### src/rtl/srx_pkg.sv
// Shared types for the serial receiver: queue entry layout and frame states.
package srx_pkg;

    typedef struct packed {
        logic       brk;
        logic       fe;
        logic       pe;
        logic [7:0] data;
    } rx_entry_t;

    typedef enum logic [2:0] {
        S_IDLE,
        S_START,
        S_DATA,
        S_PAR,
        S_STOP,
        S_BRKWAIT
    } rx_state_e;

endpackage

### src/rtl/srx_bit_engine.sv
// Frame engine: validates the start bit, shifts in data and parity, samples the stop
// level once, and classifies the frame. Raises push for one cycle with the entry.
// Assumes os_tick pulses OVS times per bit and that configuration is stable during a frame.
module srx_bit_engine
    import srx_pkg::*;
#(
    parameter int OVS = 16
) (
    input  logic            clk,
    input  logic            rst_n,
    input  logic            os_tick,
    input  logic            rxd,
    input  logic [1:0]      char_len,
    input  logic            par_on,
    input  logic            par_odd,
    output logic            push,
    output rx_entry_t       push_entry
);
    localparam int CW = $clog2(OVS);
    localparam logic [CW-1:0] FULL_T = CW'(OVS - 1);
    localparam logic [CW-1:0] HALF_T = CW'(OVS / 2 - 1);

    rx_state_e      st;
    logic [CW-1:0]  cnt;
    logic [2:0]     idx;
    logic [7:0]     shreg;
    logic           parbit;
    logic [2:0]     last_idx;
    logic           brk_c;
    logic           pe_c;

    // Index of the final data bit for the selected length.
    assign last_idx = {1'b0, char_len} + 3'd4;

    // Classify the frame at the stop sample.
    always_comb begin
        brk_c = (shreg == 8'h00) && !(par_on && parbit) && !rxd;
        pe_c  = par_on && (parbit != (^shreg ^ par_odd)) && !brk_c;
    end

    // Frame sequencing, paced by the oversampling tick.
    always_ff @(posedge clk) begin
        if (!rst_n) begin
            st         <= S_IDLE;
            cnt        <= '0;
            idx        <= '0;
            shreg      <= '0;
            parbit     <= 1'b0;
            push       <= 1'b0;
            push_entry <= '0;
        end else begin
            push <= 1'b0;
            if (os_tick) begin
                case (st)
                    S_IDLE: begin
                        if (!rxd) begin
                            st  <= S_START;
                            cnt <= '0;
                        end
                    end
                    S_START: begin
                        if (cnt == HALF_T) begin
                            cnt <= '0;
                            if (rxd) begin
                                st <= S_IDLE;
                            end else begin
                                st     <= S_DATA;
                                idx    <= '0;
                                shreg  <= '0;
                                parbit <= 1'b0;
                            end
                        end else begin
                            cnt <= cnt + 1'b1;
                        end
                    end
                    S_DATA: begin
                        if (cnt == FULL_T) begin
                            cnt        <= '0;
                            shreg[idx] <= rxd;
                            if (idx == last_idx) st <= par_on ? S_PAR : S_STOP;
                            else                 idx <= idx + 1'b1;
                        end else begin
                            cnt <= cnt + 1'b1;
                        end
                    end
                    S_PAR: begin
                        if (cnt == FULL_T) begin
                            cnt    <= '0;
                            parbit <= rxd;
                            st     <= S_STOP;
                        end else begin
                            cnt <= cnt + 1'b1;
                        end
                    end
                    S_STOP: begin
                        if (cnt == FULL_T) begin
                            cnt        <= '0;
                            push       <= 1'b1;
                            push_entry <= '{brk: brk_c, fe: !rxd, pe: pe_c, data: shreg};
                            st         <= brk_c ? S_BRKWAIT : S_IDLE;
                        end else begin
                            cnt <= cnt + 1'b1;
                        end
                    end
                    S_BRKWAIT: begin
                        if (!rxd)               cnt <= '0;
                        else if (cnt == HALF_T) begin
                            cnt <= '0;
                            st  <= S_IDLE;
                        end else                cnt <= cnt + 1'b1;
                    end
                    default: st <= S_IDLE;
                endcase
            end
        end
    end

endmodule

### src/rtl/srx_fifo.sv
// Small circular queue of receive entries. A push while full is refused and flagged
// on dropped; a pop while empty does nothing. Assumes DEPTH >= 2.
module srx_fifo
    import srx_pkg::*;
#(
    parameter int DEPTH = 3
) (
    input  logic      clk,
    input  logic      rst_n,
    input  logic      push,
    input  rx_entry_t wdata,
    input  logic      pop,
    output rx_entry_t rdata,
    output logic      empty,
    output logic      full,
    output logic      dropped
);
    localparam int PW = $clog2(DEPTH);
    localparam int NW = $clog2(DEPTH + 1);
    localparam logic [PW-1:0] LAST_P = PW'(DEPTH - 1);
    localparam logic [NW-1:0] DEPTH_N = NW'(DEPTH);

    rx_entry_t      mem [DEPTH];
    logic [PW-1:0]  wr_p;
    logic [PW-1:0]  rd_p;
    logic [NW-1:0]  used;
    logic           do_push;
    logic           do_pop;

    assign empty   = (used == '0);
    assign full    = (used == DEPTH_N);
    assign do_push = push && !full;
    assign do_pop  = pop && !empty;
    assign dropped = push && full;
    assign rdata   = mem[rd_p];

    // Entry storage, written at the tail.
    always_ff @(posedge clk) begin
        if (do_push) mem[wr_p] <= wdata;
    end

    // Pointer and occupancy bookkeeping with wrap at DEPTH.
    always_ff @(posedge clk) begin
        if (!rst_n) begin
            wr_p <= '0;
            rd_p <= '0;
            used <= '0;
        end else begin
            if (do_push) wr_p <= (wr_p == LAST_P) ? '0 : wr_p + 1'b1;
            if (do_pop)  rd_p <= (rd_p == LAST_P) ? '0 : rd_p + 1'b1;
            case ({do_push, do_pop})
                2'b10:   used <= used + 1'b1;
                2'b01:   used <= used - 1'b1;
                default: used <= used;
            endcase
        end
    end

endmodule

### src/rtl/serial_rx_status.sv
// Top of the serial receiver: frame engine, entry queue, sticky overrun and status byte.
// Head-of-queue flags are gated by data-ready; transmitter flags pass through.
module serial_rx_status
    import srx_pkg::*;
#(
    parameter int OVS   = 16,
    parameter int DEPTH = 3
) (
    input  logic       clk,
    input  logic       rst_n,
    input  logic       os_tick,
    input  logic       rxd,
    input  logic [1:0] char_len,
    input  logic       par_on,
    input  logic       par_odd,
    input  logic       pop,
    input  logic       clr_err,
    input  logic       tx_empty_in,
    input  logic       tx_ready_in,
    output logic [7:0] rx_data,
    output logic [7:0] status
);
    logic      eng_push;
    rx_entry_t eng_entry;
    rx_entry_t head;
    logic      q_empty;
    logic      q_full;
    logic      q_drop;
    logic      ovr_q;
    logic      rdy;

    srx_bit_engine #(.OVS(OVS)) u_eng (
        .clk        (clk),
        .rst_n      (rst_n),
        .os_tick    (os_tick),
        .rxd        (rxd),
        .char_len   (char_len),
        .par_on     (par_on),
        .par_odd    (par_odd),
        .push       (eng_push),
        .push_entry (eng_entry)
    );

    srx_fifo #(.DEPTH(DEPTH)) u_q (
        .clk     (clk),
        .rst_n   (rst_n),
        .push    (eng_push),
        .wdata   (eng_entry),
        .pop     (pop),
        .rdata   (head),
        .empty   (q_empty),
        .full    (q_full),
        .dropped (q_drop)
    );

    // Sticky overrun: the clear command has priority over a new overrun.
    always_ff @(posedge clk) begin
        if (!rst_n)       ovr_q <= 1'b0;
        else if (clr_err) ovr_q <= 1'b0;
        else if (q_drop)  ovr_q <= 1'b1;
    end

    assign rdy     = !q_empty;
    assign rx_data = rdy ? head.data : 8'h00;
    assign status  = {rdy & head.brk, rdy & head.fe, rdy & head.pe, ovr_q,
                      tx_empty_in, tx_ready_in, q_full, rdy};

endmodule

### config.mk
export PLATFORM = sky130hd
export DESIGN_NAME = serial_rx_status
export DESIGN_NICKNAME = d
export VERILOG_FILES = /design/src/rtl/srx_pkg.sv /design/src/rtl/srx_bit_engine.sv /design/src/rtl/srx_fifo.sv /design/src/rtl/serial_rx_status.sv
export SDC_FILE = /design/constraint.sdc
export NUM_CORES = 1
export LEC_CHECK = 0
export ABC_AREA = 1
export BUFFER_PORTS_ARGS = -buffer_cell sky130_fd_sc_hd__buf_2
export CORE_ASPECT_RATIO = 1.5
export CORE_MARGIN = 2
export CORE_UTILIZATION = 40
export CTS_BUF_LIST = sky130_fd_sc_hd__clkbuf_8
export CTS_CLUSTER_DIAMETER = 100
export DETAILED_ROUTE_END_ITERATION = 16
export PLACE_DENSITY = 0.63
export SYNTH_ARGS = -nofsm -noshare
export SYNTH_HDL_FRONTEND = slang
export SYNTH_SLANG_ARGS = --single-unit
### constraint.sdc
create_clock -name clk -period 1.8 [get_ports clk]
set_input_delay 0.36 -clock clk [delete_from_list [all_inputs] [get_ports clk]]
set_output_delay 0.36 -clock clk [all_outputs]
set_load 0.005 [all_outputs]
### Yosys cells after proc, flatten, opt, wreduce, memory -nomap -nowiden

Memory sizes are Yosys's and may differ from the RTL's. A register that Yosys moved wholly into a read port is not among the register bits.
Cells that the tools add are included.

| operators by class | value |
|---|---|
| muxes and demuxes | 42 |
| shift operators | 0 |
| reductions and logical operators | 31 |
| multiply operators | 0 |
| $add $sub $neg | 7 |
| order comparisons | 2 |
| divide/modulo/power cells | 0 |
| bitwise logic cells | 5 |
| equal/unequal tests | 24 |

Operator list:

| cell | count |
|---|---|
| $mux 3 | 14 |
| $mux 8 | 4 |
| $pmux 3 s6 | 1 |
| $mux 4 | 4 |
| $pmux 4 s4 | 1 |
| $pmux 8 s2 | 1 |
| $ne 2x1->1 const B | 6 |
| $mux 2 | 5 |
| $reduce_and 5->1 | 2 |
| $logic_and 1x1->1 | 9 |
| $reduce_and 3->1 | 3 |
| $reduce_and 9->1 | 1 |
| $bwmux 8 | 1 |
| $eq 2x2->1 const B | 4 |
| $logic_not 8->1 | 1 |
| $ne 2x2->1 const B | 4 |
| $reduce_xor 8->1 | 1 |
| $mux 1 | 7 |
| $add 2x1->2 const B | 3 |
| $eq 3x2->1 const B | 2 |
| $eq 3x3->1 const B | 2 |
| $pmux 3 s2 | 1 |
| $reduce_and 6->1 | 1 |
| $reduce_bool 2->1 | 3 |
| other kinds (24) | 30 |

| word-level totals | value |
|---|---|
| memory bits (writable) | 33 |
| bits in read-only memories | 0 |
| bits in latches | 0 |
| output and inout port bits | 16 |
| memories | 1 |
| flip-flop bits (word level) | 38 |
| input port bits | 12 |
| word-level logic and storage cells | 126 |

Memory list:

| name | words | width | read ports | clocked after Yosys merged registers in | write ports | line | text |
|---|---|---|---|---|---|---|---|
| u_q.mem | 3 | 11 | 1 | 1 | 1 | srx_fifo.sv:23 | `rx_entry_t mem [DEPTH];` |

### Logic depth before layout (Yosys ltp)

Gate-level depths: netlist (run 1).

| logic depth | value |
|---|---|
| depth after elaboration | 7 |
| gate-level depth with buffers | 12 |
| gate-level depth less buffers | 11 |

### By module

A second synthesis (run 1) with hierarchy kept.

| unflattened totals | value |
|---|---|
| cell total of the unflattened synthesis | 435 |
| area total of the unflattened synthesis | 3518.4 µm² |

By module, submodules not included:

| module | area an instance (µm²) | times used | cells each | sequential area each (µm²) |
|---|---|---|---|---|
| srx_bit_engine | 1764.2 | 1 | 265 | 620.6 |
| srx_fifo | 1584.0 | 1 | 136 | 1151.1 |
| serial_rx_status | 170.2 | 1 | 34 | 20.0 |

### Worst setup path after synthesis (run 1)

OpenSTA, ideal clock, no wires.

| timing | value |
|---|---|
| path type | reg2reg |
| start point | register u_q.used[0] |
| end point | memory u_q.mem[0][0] (netlist bit), enable pin |
| path slack | 20 ps |
| buffers on the path | 0 |
| stages on the path, launching flop included | 4 |
| clock period less this slack | 1780 ps |
| required time | 1405 ps |
| data arrival time | 1384 ps |
| library setup time | 395 ps |
| cell sequence | dfxtp_1 -> nand2_1 -> nand2_1 -> nor3_1 |

| on the way | value |
|---|---|
| word-level cells in the longest chain between the ends | 5 |

Ends and longest elaborated chain:

| item | line | text |
|---|---|---|
| start: declaration | srx_fifo.sv:26 | `logic [NW-1:0] used;` |
| start signal: assignment | srx_fifo.sv:52 | `2'b10: used <= used + 1'b1;` |
| start signal: assignment | srx_fifo.sv:53 | `2'b01: used <= used - 1'b1;` |
| start signal: assignment | srx_fifo.sv:54 | `default: used <= used;` |
| $eq 2x2->1 | srx_fifo.sv:31 | `assign full = (used == DEPTH_N);` |
| $logic_not 1->1 | srx_fifo.sv:32 | `assign do_push = push && !full;` |
| $logic_and 1x1->1 | srx_fifo.sv:32 |  |
| $mux 1 | srx_fifo.sv:39 | `if (do_push) mem[wr_p] <= wdata;` |
| $mux 1 (not written as such) | srx_fifo.sv:39 |  |
| end: declaration | srx_fifo.sv:23 |  |

Every way passes these cells.

==> qor.yml, run 1 <==
min_period_ps: 1790
io_buffers: 23
required_ps: 1440
relSlewSlack: 0.687
cap_viol_max_count: 0
most-common-layout-cells: "nand2_1 (93), inv_1 (59), a21oi_1 (42)"
die_h_um: 121
routed-via-count: 2781
layout_commonest_cell: "nand2_1"
firstDrtPassIters: 4
crit_arrival_ps: 1430
antenna_found_initial: 0
cts_num_sinks: 73
yosysWarnings: 0
yosysUniqueCellTypes: 32
comb_power_share: 0.159
fp.dieW_um: 81.8
cts_buffer_depth: 2
p_sw_frac: 0.281
start_kind: "flop"
synth_fp_nets: 454
hold_violations: 0
p_int_mw: 2.57
vias_per_cell: 4.81
core-area_mm2: 0.00883
tightest_slew_ps: 470
post-dp-hpwl_mm: 5.06
clk_latency_ps: 350
cts_hold_buf: 0
hold_slack_ps: 171
fillerInstances: 860
outcome: "completed"
avgSynthCellArea_um2: 8.34
grt_max_degree: 23
fin_crit_sh: 0.996
die_area_mm2: 0.00986
nets: 482
first_global_vias: 2642
area.growth.synth_to_final_pct: 14.2
fmax_ghz: 0.558
pin_count: 28
end_kind: "primary output"
cts_made_buffers: 9
htree_levels: 3
path_max_fanout: 6
cts_tree: "yes"
pwr-share-clk: 0.340
seq_area_frac_synth: 0.494
slew_violations: 0
p_per_area_mw_per_mm2: 863
antenna_left: 0
grt_pass1_wl_mm: 11.6
synth_seq_cells: 73
track_usage: 0.153
final-setup-viol-count: 0
hold_path.class: "primary input to flop"
rows: 42
skew_ps: 5.97
critPathKind: "flop to primary output"
rsz0062_at_grt: "yes"
p_seq_frac: 0.501
root_buffer: "clkbuf_8"
p_sw_mw: 1.00
syn_inst: 435
synthesis.area_mm2: 0.00363
finalCoreUtilization: 0.469
post-cts-setup-buffers: 0
fin_area_mm2: 0.00414
layout-drive-gt1-share: 0.207
p_leak_nw: 1.78
start_util: 0.411
vdd_ir_drop_max_mv: 0.407
grt-ovfl-total: 0
route.detailed.wl_per_inst_um: 11.7
initialDrtViolationCount: 209
wl_mm: 6.78
clk_pin_slew_ps: 70
diodes: 0
place.gp.congestion: 0.808
postPlaceCellArea_mm2: 0.00385
drc: 0
[worst max-delay path: stages (launching register included)]
cell	delay, ps
dfxtp_2	360
buf_8	140
mux2_4	300
o21ai_1	120
inv_1	50
buf_2	120
[cells in the mapped netlist, drive strengths merged]
| cell | number | area, um2 |
|---|---|---|
| nand2 | 100 | 393 |
| inv | 61 | 231 |
| a21oi | 42 | 210 |
| dfxtp | 40 | 801 |
| nor2 | 38 | 173 |
| edfxtp | 33 | 991 |
| o21ai | 30 | 154 |
| nand3 | 25 | 125 |
| buf | 14 | 116 |
| mux2 | 11 | 124 |
| ha | 7 | 87.6 |
| nor3 | 7 | 40.0 |
| clkbuf | 6 | 22.5 |
| or2 | 5 | 31.3 |
| xnor2 | 4 | 35.0 |
| xor2 | 3 | 26.3 |
| a211oi | 2 | 15.0 |
| nand3b | 2 | 15.0 |
| nand4 | 2 | 12.5 |
| o211a | 2 | 20.0 |
| clkinv | 1 | 3.75 |
[cell type report]
| cell class | count | area, um2 | share of cell area |
|---|---|---|---|
| tap | 110 | 138 | 0.0332 |
| inverter | 62 | 235 | 0.0568 |
| clock inverter | 7 | 63.8 | 0.0154 |
| multi-input combinational | 280 | 1540 | 0.371 |
| clock buffer | 9 | 124 | 0.0299 |
| sequential | 73 | 1800 | 0.434 |
| timing repair buffer | 37 | 248 | 0.0598 |
[state kept, by name (all words and copies together) (netlist names), named ones only]
| name | cells |
|---|---|
| ovr_q | 1 |
| u_eng.push_entry | 11 |
| u_eng.push | 1 |
| u_q.used | 2 |
| u_eng.shreg | 8 |
| u_q.wr_p | 2 |
| u_eng.cnt | 4 |
| u_q.rd_p | 2 |
| u_eng.st | 3 |
| u_eng.parbit | 1 |
| u_eng.idx | 3 |
| u_q.mem | 33 |
[final timing paths]
check | from | endpoint | slack [ps] | cells past startpoint
max | flop | rx_data[5] | 7 | 5
min | clr_err | ovr_q | 170 | 2
max reg2reg | u_eng.st[0] | u_eng.shreg[3] | 210 | 9
min reg2reg | ovr_q | ovr_q | 450 | 2
[layer usage]
layer  global-route usage  share of wire  wire length (um)  vias up
met4               0.0854          0.030               205        0
met3               0.0224          0.025               172       17
met2                0.272           0.53              3570       38
met5                    0              0                 0        -
li1                     -              -                 -     1468
met1                0.169           0.42              2830     1258
[logic make-up (layout without fill, tap and decap cells)]
family | Yosys count | after routing | share of synthesized area
AND/OR/NAND/NOR | 179 | 179 | 0.218
buffers and inverters | 82 | 115 | 0.103
AO/OA/AOI/OAI | 76 | 76 | 0.110
flip-flops | 73 | 73 | 0.494
multiplexers | 11 | 11 | 0.0342
adder cells (fa/ha/maj) | 7 | 7 | 0.0241
XOR/XNOR | 7 | 7 | 0.0169
[through the flow]
step	std cells	setup TNS (ps)	setup WS [ps]	total power [mW]
after global routing	578	-522	-68.3	3.75
after detailed placement	561	0	146	2.40
after floorplan	435	0	20.4	2.29
after global placement	561	0	222	2.39
final	578	0	7.04	3.57
after CTS	578	-171	-24.0	3.61
[power by group through the flow]
stage	clock network [mW]	logic [mW]	registers [mW]
after floorplan	0	0.477	1.82
after CTS	1.25	0.574	1.79
after detailed placement	0	0.572	1.83
after global placement	0	0.566	1.83
after global routing	1.31	0.647	1.80
final	1.22	0.567	1.79
[timing repair]
| item | 4_1_cts | 5_1_grt |
|---|---|---|
| setup endpoints to repair | 11 | 23 |
| gates cloned | 1 | 0 |
| gates resized for setup | 29 | 11 |
No activity file was read; power rests on OpenSTA's default activity.
==> run 2, diff against run 1 <==
--- a/config.mk
+++ b/config.mk
@@ -13,7 +13,9 @@
 export CTS_BUF_LIST = sky130_fd_sc_hd__clkbuf_8
 export CTS_CLUSTER_DIAMETER = 100
 export DETAILED_ROUTE_END_ITERATION = 16
+export GPL_TIMING_DRIVEN = 0
 export PLACE_DENSITY = 0.63
 export SYNTH_ARGS = -nofsm -noshare
 export SYNTH_HDL_FRONTEND = slang
 export SYNTH_SLANG_ARGS = --single-unit
+export TNS_END_PERCENT = 30
==> qor.yml, run 2 (synthesis results as in run 1) <==
outcome: "finished, violations left"
violations: "setup timing"
cts_made_buffers: 9
pin_count: 28
vias_per_cell: 4.89
pwr-share-clk: 0.341
rows: 42
clk_pin_slew_ps: 70
route.detailed.wl_per_inst_um: 12.7
htree_levels: 3
cts_buffer_depth: 2
path_max_fanout: 5
firstDrtPassIters: 4
initialDrtViolationCount: 189
routed-via-count: 2868
comb_power_share: 0.167
p_sw_mw: 1.01
largest_reg_flops: 33
antenna_found_initial: 0
vdd_ir_drop_max_mv: 0.400
fillerInstances: 855
first_global_vias: 2853
track_usage: 0.171
slew_violations: 0
path_cells: "clkbuf_16 > mux2_4 > o21ai_2 > inv_1 > buf_2"
required_ps: 1440
hold_path.class: "primary input to flop"
slowest_delay_ps: 380
most-common-layout-cells: "nand2_1 (93), inv_1 (60), a21oi_1 (42)"
reg2reg_slack_ps: 240
clk_latency_ps: 350
fp.dieW_um: 81.8
wl_mm: 7.44
fin_crit_sh: 1.02
rsz0062_at_grt: "yes"
area.growth.synth_to_final_pct: 16.9
grt_pass1_wl_mm: 12.8
nets: 491
slowest_stage: "dfxtp_4"
p_per_area_mw_per_mm2: 854
skew_ps: 4.51
p_seq_frac: 0.493
tightest_slew_ps: 583
final-setup-viol-count: 10
post-dp-hpwl_mm: 5.44
crit_buf_inv: 3
end_kind: "primary output"
core-area_mm2: 0.00883
postPlaceCellArea_mm2: 0.00391
cts_tree: "yes"
antenna_left: 0
drc: 0
place.gp.congestion: 0.858
fin_ws_ps: -42.3
grt_max_degree: 13
totalPowerFinal_mw: 3.62
p_sw_frac: 0.278
diodes: 0
cp_top_family: "flip-flops"
largest-register: "u_q.mem"
critPathKind: "flop to primary output"
relSlewSlack: 0.610
root_buffer: "clkbuf_8"
p_int_mw: 2.62
die_h_um: 121
start_util: 0.411
cts_num_sinks: 73
min_period_ps: 1840
die_area_mm2: 0.00986
layout_commonest_cell: "nand2_1"
top_regs: "u_q.mem x33, u_eng.push_entry x11, u_eng.shreg x8"
p_leak_nw: 1.84
io_buffers: 24
cap_viol_max_count: 0
hold_violations: 0
fmax_ghz: 0.543
fin_area_mm2: 0.00424
hold_slack_ps: 182
crit_arrival_ps: 1480
start_kind: "flop"
layout-drive-gt1-share: 0.222
grt-ovfl-total: 0
## run 2: layout make-up
| cell class | count | area (um2) | share of cell area |
|---|---|---|---|
| flip-flops and latches | 73 | 1800 | 0.424 |
| multi-input cells | 280 | 1560 | 0.367 |
| inverters | 62 | 235 | 0.0555 |
| plain buffers | 20 | 166 | 0.0392 |
| repair buffers | 26 | 156 | 0.0369 |
| clock buffers | 10 | 138 | 0.0324 |
| well taps | 110 | 138 | 0.0324 |
| clock inverters | 6 | 53.8 | 0.0127 |
## run 2: timing repair
item,in CTS,in global routing
pin swaps,7,4
setup buffers,0,0
gates resized for setup,36,12
cloned,1,0
endpoints found under the setup margin,11,38
hold buffers,0,0
## run 2: final timing paths
kind / start / endpoint / cells after the start
worst min-delay path: clr_err / ovr_q / 2
worst max-delay path: flop / rx_data[0] / 5
worst max register to register: u_eng.cnt[0] / u_eng.st[1] / 9
worst min register to register: ovr_q / ovr_q / 2
## run 2: metrics by stage
stage               std cells  utilization  setup TNS (ps)  setup slack (ps)
finish                    587        0.480            -204             -42.3
global route              587        0.480            -776             -91.2
CTS                       587        0.476            -535             -65.0
floorplan                 435            -               0              20.4
detailed placement        570        0.442            -984              -130
global placement          569        0.440          -13110              -596
## run 2: power by group through the flow
stage,sequential (mW),clock [mW],combinational (mW)
2_1_floorplan,1.82,0,0.477
3_3_place_gp,1.82,0,0.594
5_1_grt,1.79,1.35,0.695
3_5_place_dp,1.82,0,0.604
4_1_cts,1.79,1.27,0.607
6_report,1.79,1.23,0.603
## run 2: metal layers
metal | routed length (um) | vias to the layer above | global-route usage
li1 | - | 1487 | -
met1 | 2940 | 1312 | 0.179
met2 | 3980 | 50 | 0.301
met3 | 220 | 19 | 0.0239
met4 | 299 | 0 | 0.118
met5 | 0 | - | 0
==> run 3, diff against run 2 <==
--- a/config.mk
+++ b/config.mk
@@ -14,7 +14,7 @@
 export CTS_CLUSTER_DIAMETER = 100
 export DETAILED_ROUTE_END_ITERATION = 16
 export GPL_TIMING_DRIVEN = 0
-export PLACE_DENSITY = 0.63
+export PLACE_DENSITY = 0.68
 export SYNTH_ARGS = -nofsm -noshare
 export SYNTH_HDL_FRONTEND = slang
 export SYNTH_SLANG_ARGS = --single-unit
==> qor.yml, run 3 (synthesis results as in run 1) <==
path_cells: "clkbuf_16 > mux2_4 > o21ai_1 > inv_1 > buf_2"
cp_top_family: "flip-flops"
cap_viol_max_count: 0
fmax_ghz: 0.546
grt_max_degree: 13
pwr-share-clk: 0.360
hold_violations: 0
post-cts-setup-buffers: 0
root_buffer: "clkbuf_8"
route.detailed.wl_per_inst_um: 12.4
cts_num_sinks: 73
first_global_vias: 2625
core-area_mm2: 0.00883
antenna_left: 0
rows: 42
hold_path.class: "primary input to flop"
start_util: 0.411
clk_pin_slew_ps: 70
rsz0062_at_grt: "yes"
start_kind: "flop"
tightest_slew_ps: 895
place.gp.congestion: 0.812
final-setup-viol-count: 5
crit_buf_inv: 3
finalCoreUtilization: 0.478
placed_cells: 570
vdd_ir_drop_max_mv: 0.449
critPathKind: "flop to primary output"
p_int_mw: 2.72
cts_buffer_depth: 2
vias_per_cell: 4.82
clk_latency_ps: 350
p_leak_nw: 1.83
cts_hold_buf: 0
required_ps: 1440
skew_ps: 4.00
area.growth.synth_to_final_pct: 16.4
most-common-layout-cells: "nand2_1 (93), inv_1 (58), a21oi_1 (42)"
highest_layer: "met4"
cts_tree: "yes"
firstDrtPassIters: 4
fin_crit_sh: 1.02
largest_reg_flops: 33
wl_met3_um: 197
slew_violations: 0
die_area_mm2: 0.00986
fin_cells: 587
post-dp-hpwl_mm: 5.35
fp.dieW_um: 81.8
p_sw_frac: 0.271
fin_ws_ps: -32.7
htree_levels: 3
top_regs: "u_q.mem x33, u_eng.push_entry x11, u_eng.shreg x8"
nets: 491
p_per_area_mw_per_mm2: 884
initialDrtViolationCount: 208
met2_length_mm: 4.10
wl_mm: 7.26
diodes: 0
grt-ovfl-total: 0
antenna_found_initial: 0
end_kind: "primary output"
layout_commonest_cell: "nand2_1"
slowest_delay_ps: 390
violations: "setup timing"
outcome: "finished, violations left"
min_period_ps: 1830
pin_count: 28
place_ws_ps: -127
drc: 0
layout-drive-gt1-share: 0.210
relSlewSlack: 0.400
crit_arrival_ps: 1470
cts_made_buffers: 9
grt_pass1_wl_mm: 11.8
io_buffers: 24
p_sw_mw: 1.01
fillerInstances: 889
largest-register: "u_q.mem"
die_h_um: 121
comb_power_share: 0.161
wl_met1_mm: 2.79
routed-via-count: 2832
p_seq_frac: 0.479
track_usage: 0.158
slowest_stage: "dfxtp_4"
path_max_fanout: 5
## run 3: cell types whose count changed in the layout (fill, tap and decap cells not counted), sizes merged
cell / change
inv: -2
bufinv: +1
clkbuf: -1
clkinv: +1
clkinvlp: +1
## run 3: what timing repair did
action                     4_1_cts  5_1_grt
resized for setup               34        6
setup endpoints to repair       11       35
cloned                           1        0
hold endpoints to repair         0        0
## run 3: per-stage QoR
stage                     area, um2  TNS [ps]  hold WS, ps  power (mW)
after global placement         3880    -12300          443        2.41
after floorplan                3630         0          432        2.29
final                          4220      -104          172        3.73
after detailed placement       3910     -1050          453        2.42
after global routing           4220      -820          157        3.92
after CTS                      4210      -414          157        3.78
## run 3: worst paths after layout
| path | to | start | slack, ps | cells after the start |
|---|---|---|---|---|
| min reg2reg | u_eng.shreg[3] | u_eng.shreg[3] | 460 | 2 |
| max | rx_data[1] | flop | -30 | 5 |
| min | ovr_q | clr_err | 170 | 2 |
| max reg2reg | u_q.mem[2][4] | u_q.used[1] | 120 | 3 |
## run 3: area by class of cell
| type | instances | area (um2) | share of cell area |
|---|---|---|---|
| Multi-Input combinational cell | 280 | 1530 | 0.362 |
| Buffer | 20 | 166 | 0.0394 |
| Inverter | 62 | 235 | 0.0557 |
| Sequential cell | 73 | 1800 | 0.426 |
| Clock buffer | 9 | 124 | 0.0294 |
| Tap cell | 110 | 138 | 0.0326 |
| Timing Repair Buffer | 26 | 146 | 0.0347 |
| Clock inverter | 7 | 86.3 | 0.0205 |
## run 3: routing by layer
metal,up-vias,global-route usage
met5,-,0
met4,0,0.0802
li1,1488,-
met2,45,0.295
met3,8,0.0299
met1,1291,0.160
## run 3: power groups by stage
| stage | Combinational, mW | Sequential, mW | Clock [mW] |
|---|---|---|---|
| detailed placement | 0.600 | 1.82 | 0 |
| global route | 0.678 | 1.79 | 1.45 |
| finish | 0.601 | 1.79 | 1.34 |
| global placement | 0.592 | 1.82 | 0 |
| CTS | 0.603 | 1.79 | 1.39 |
| floorplan | 0.477 | 1.82 | 0 |
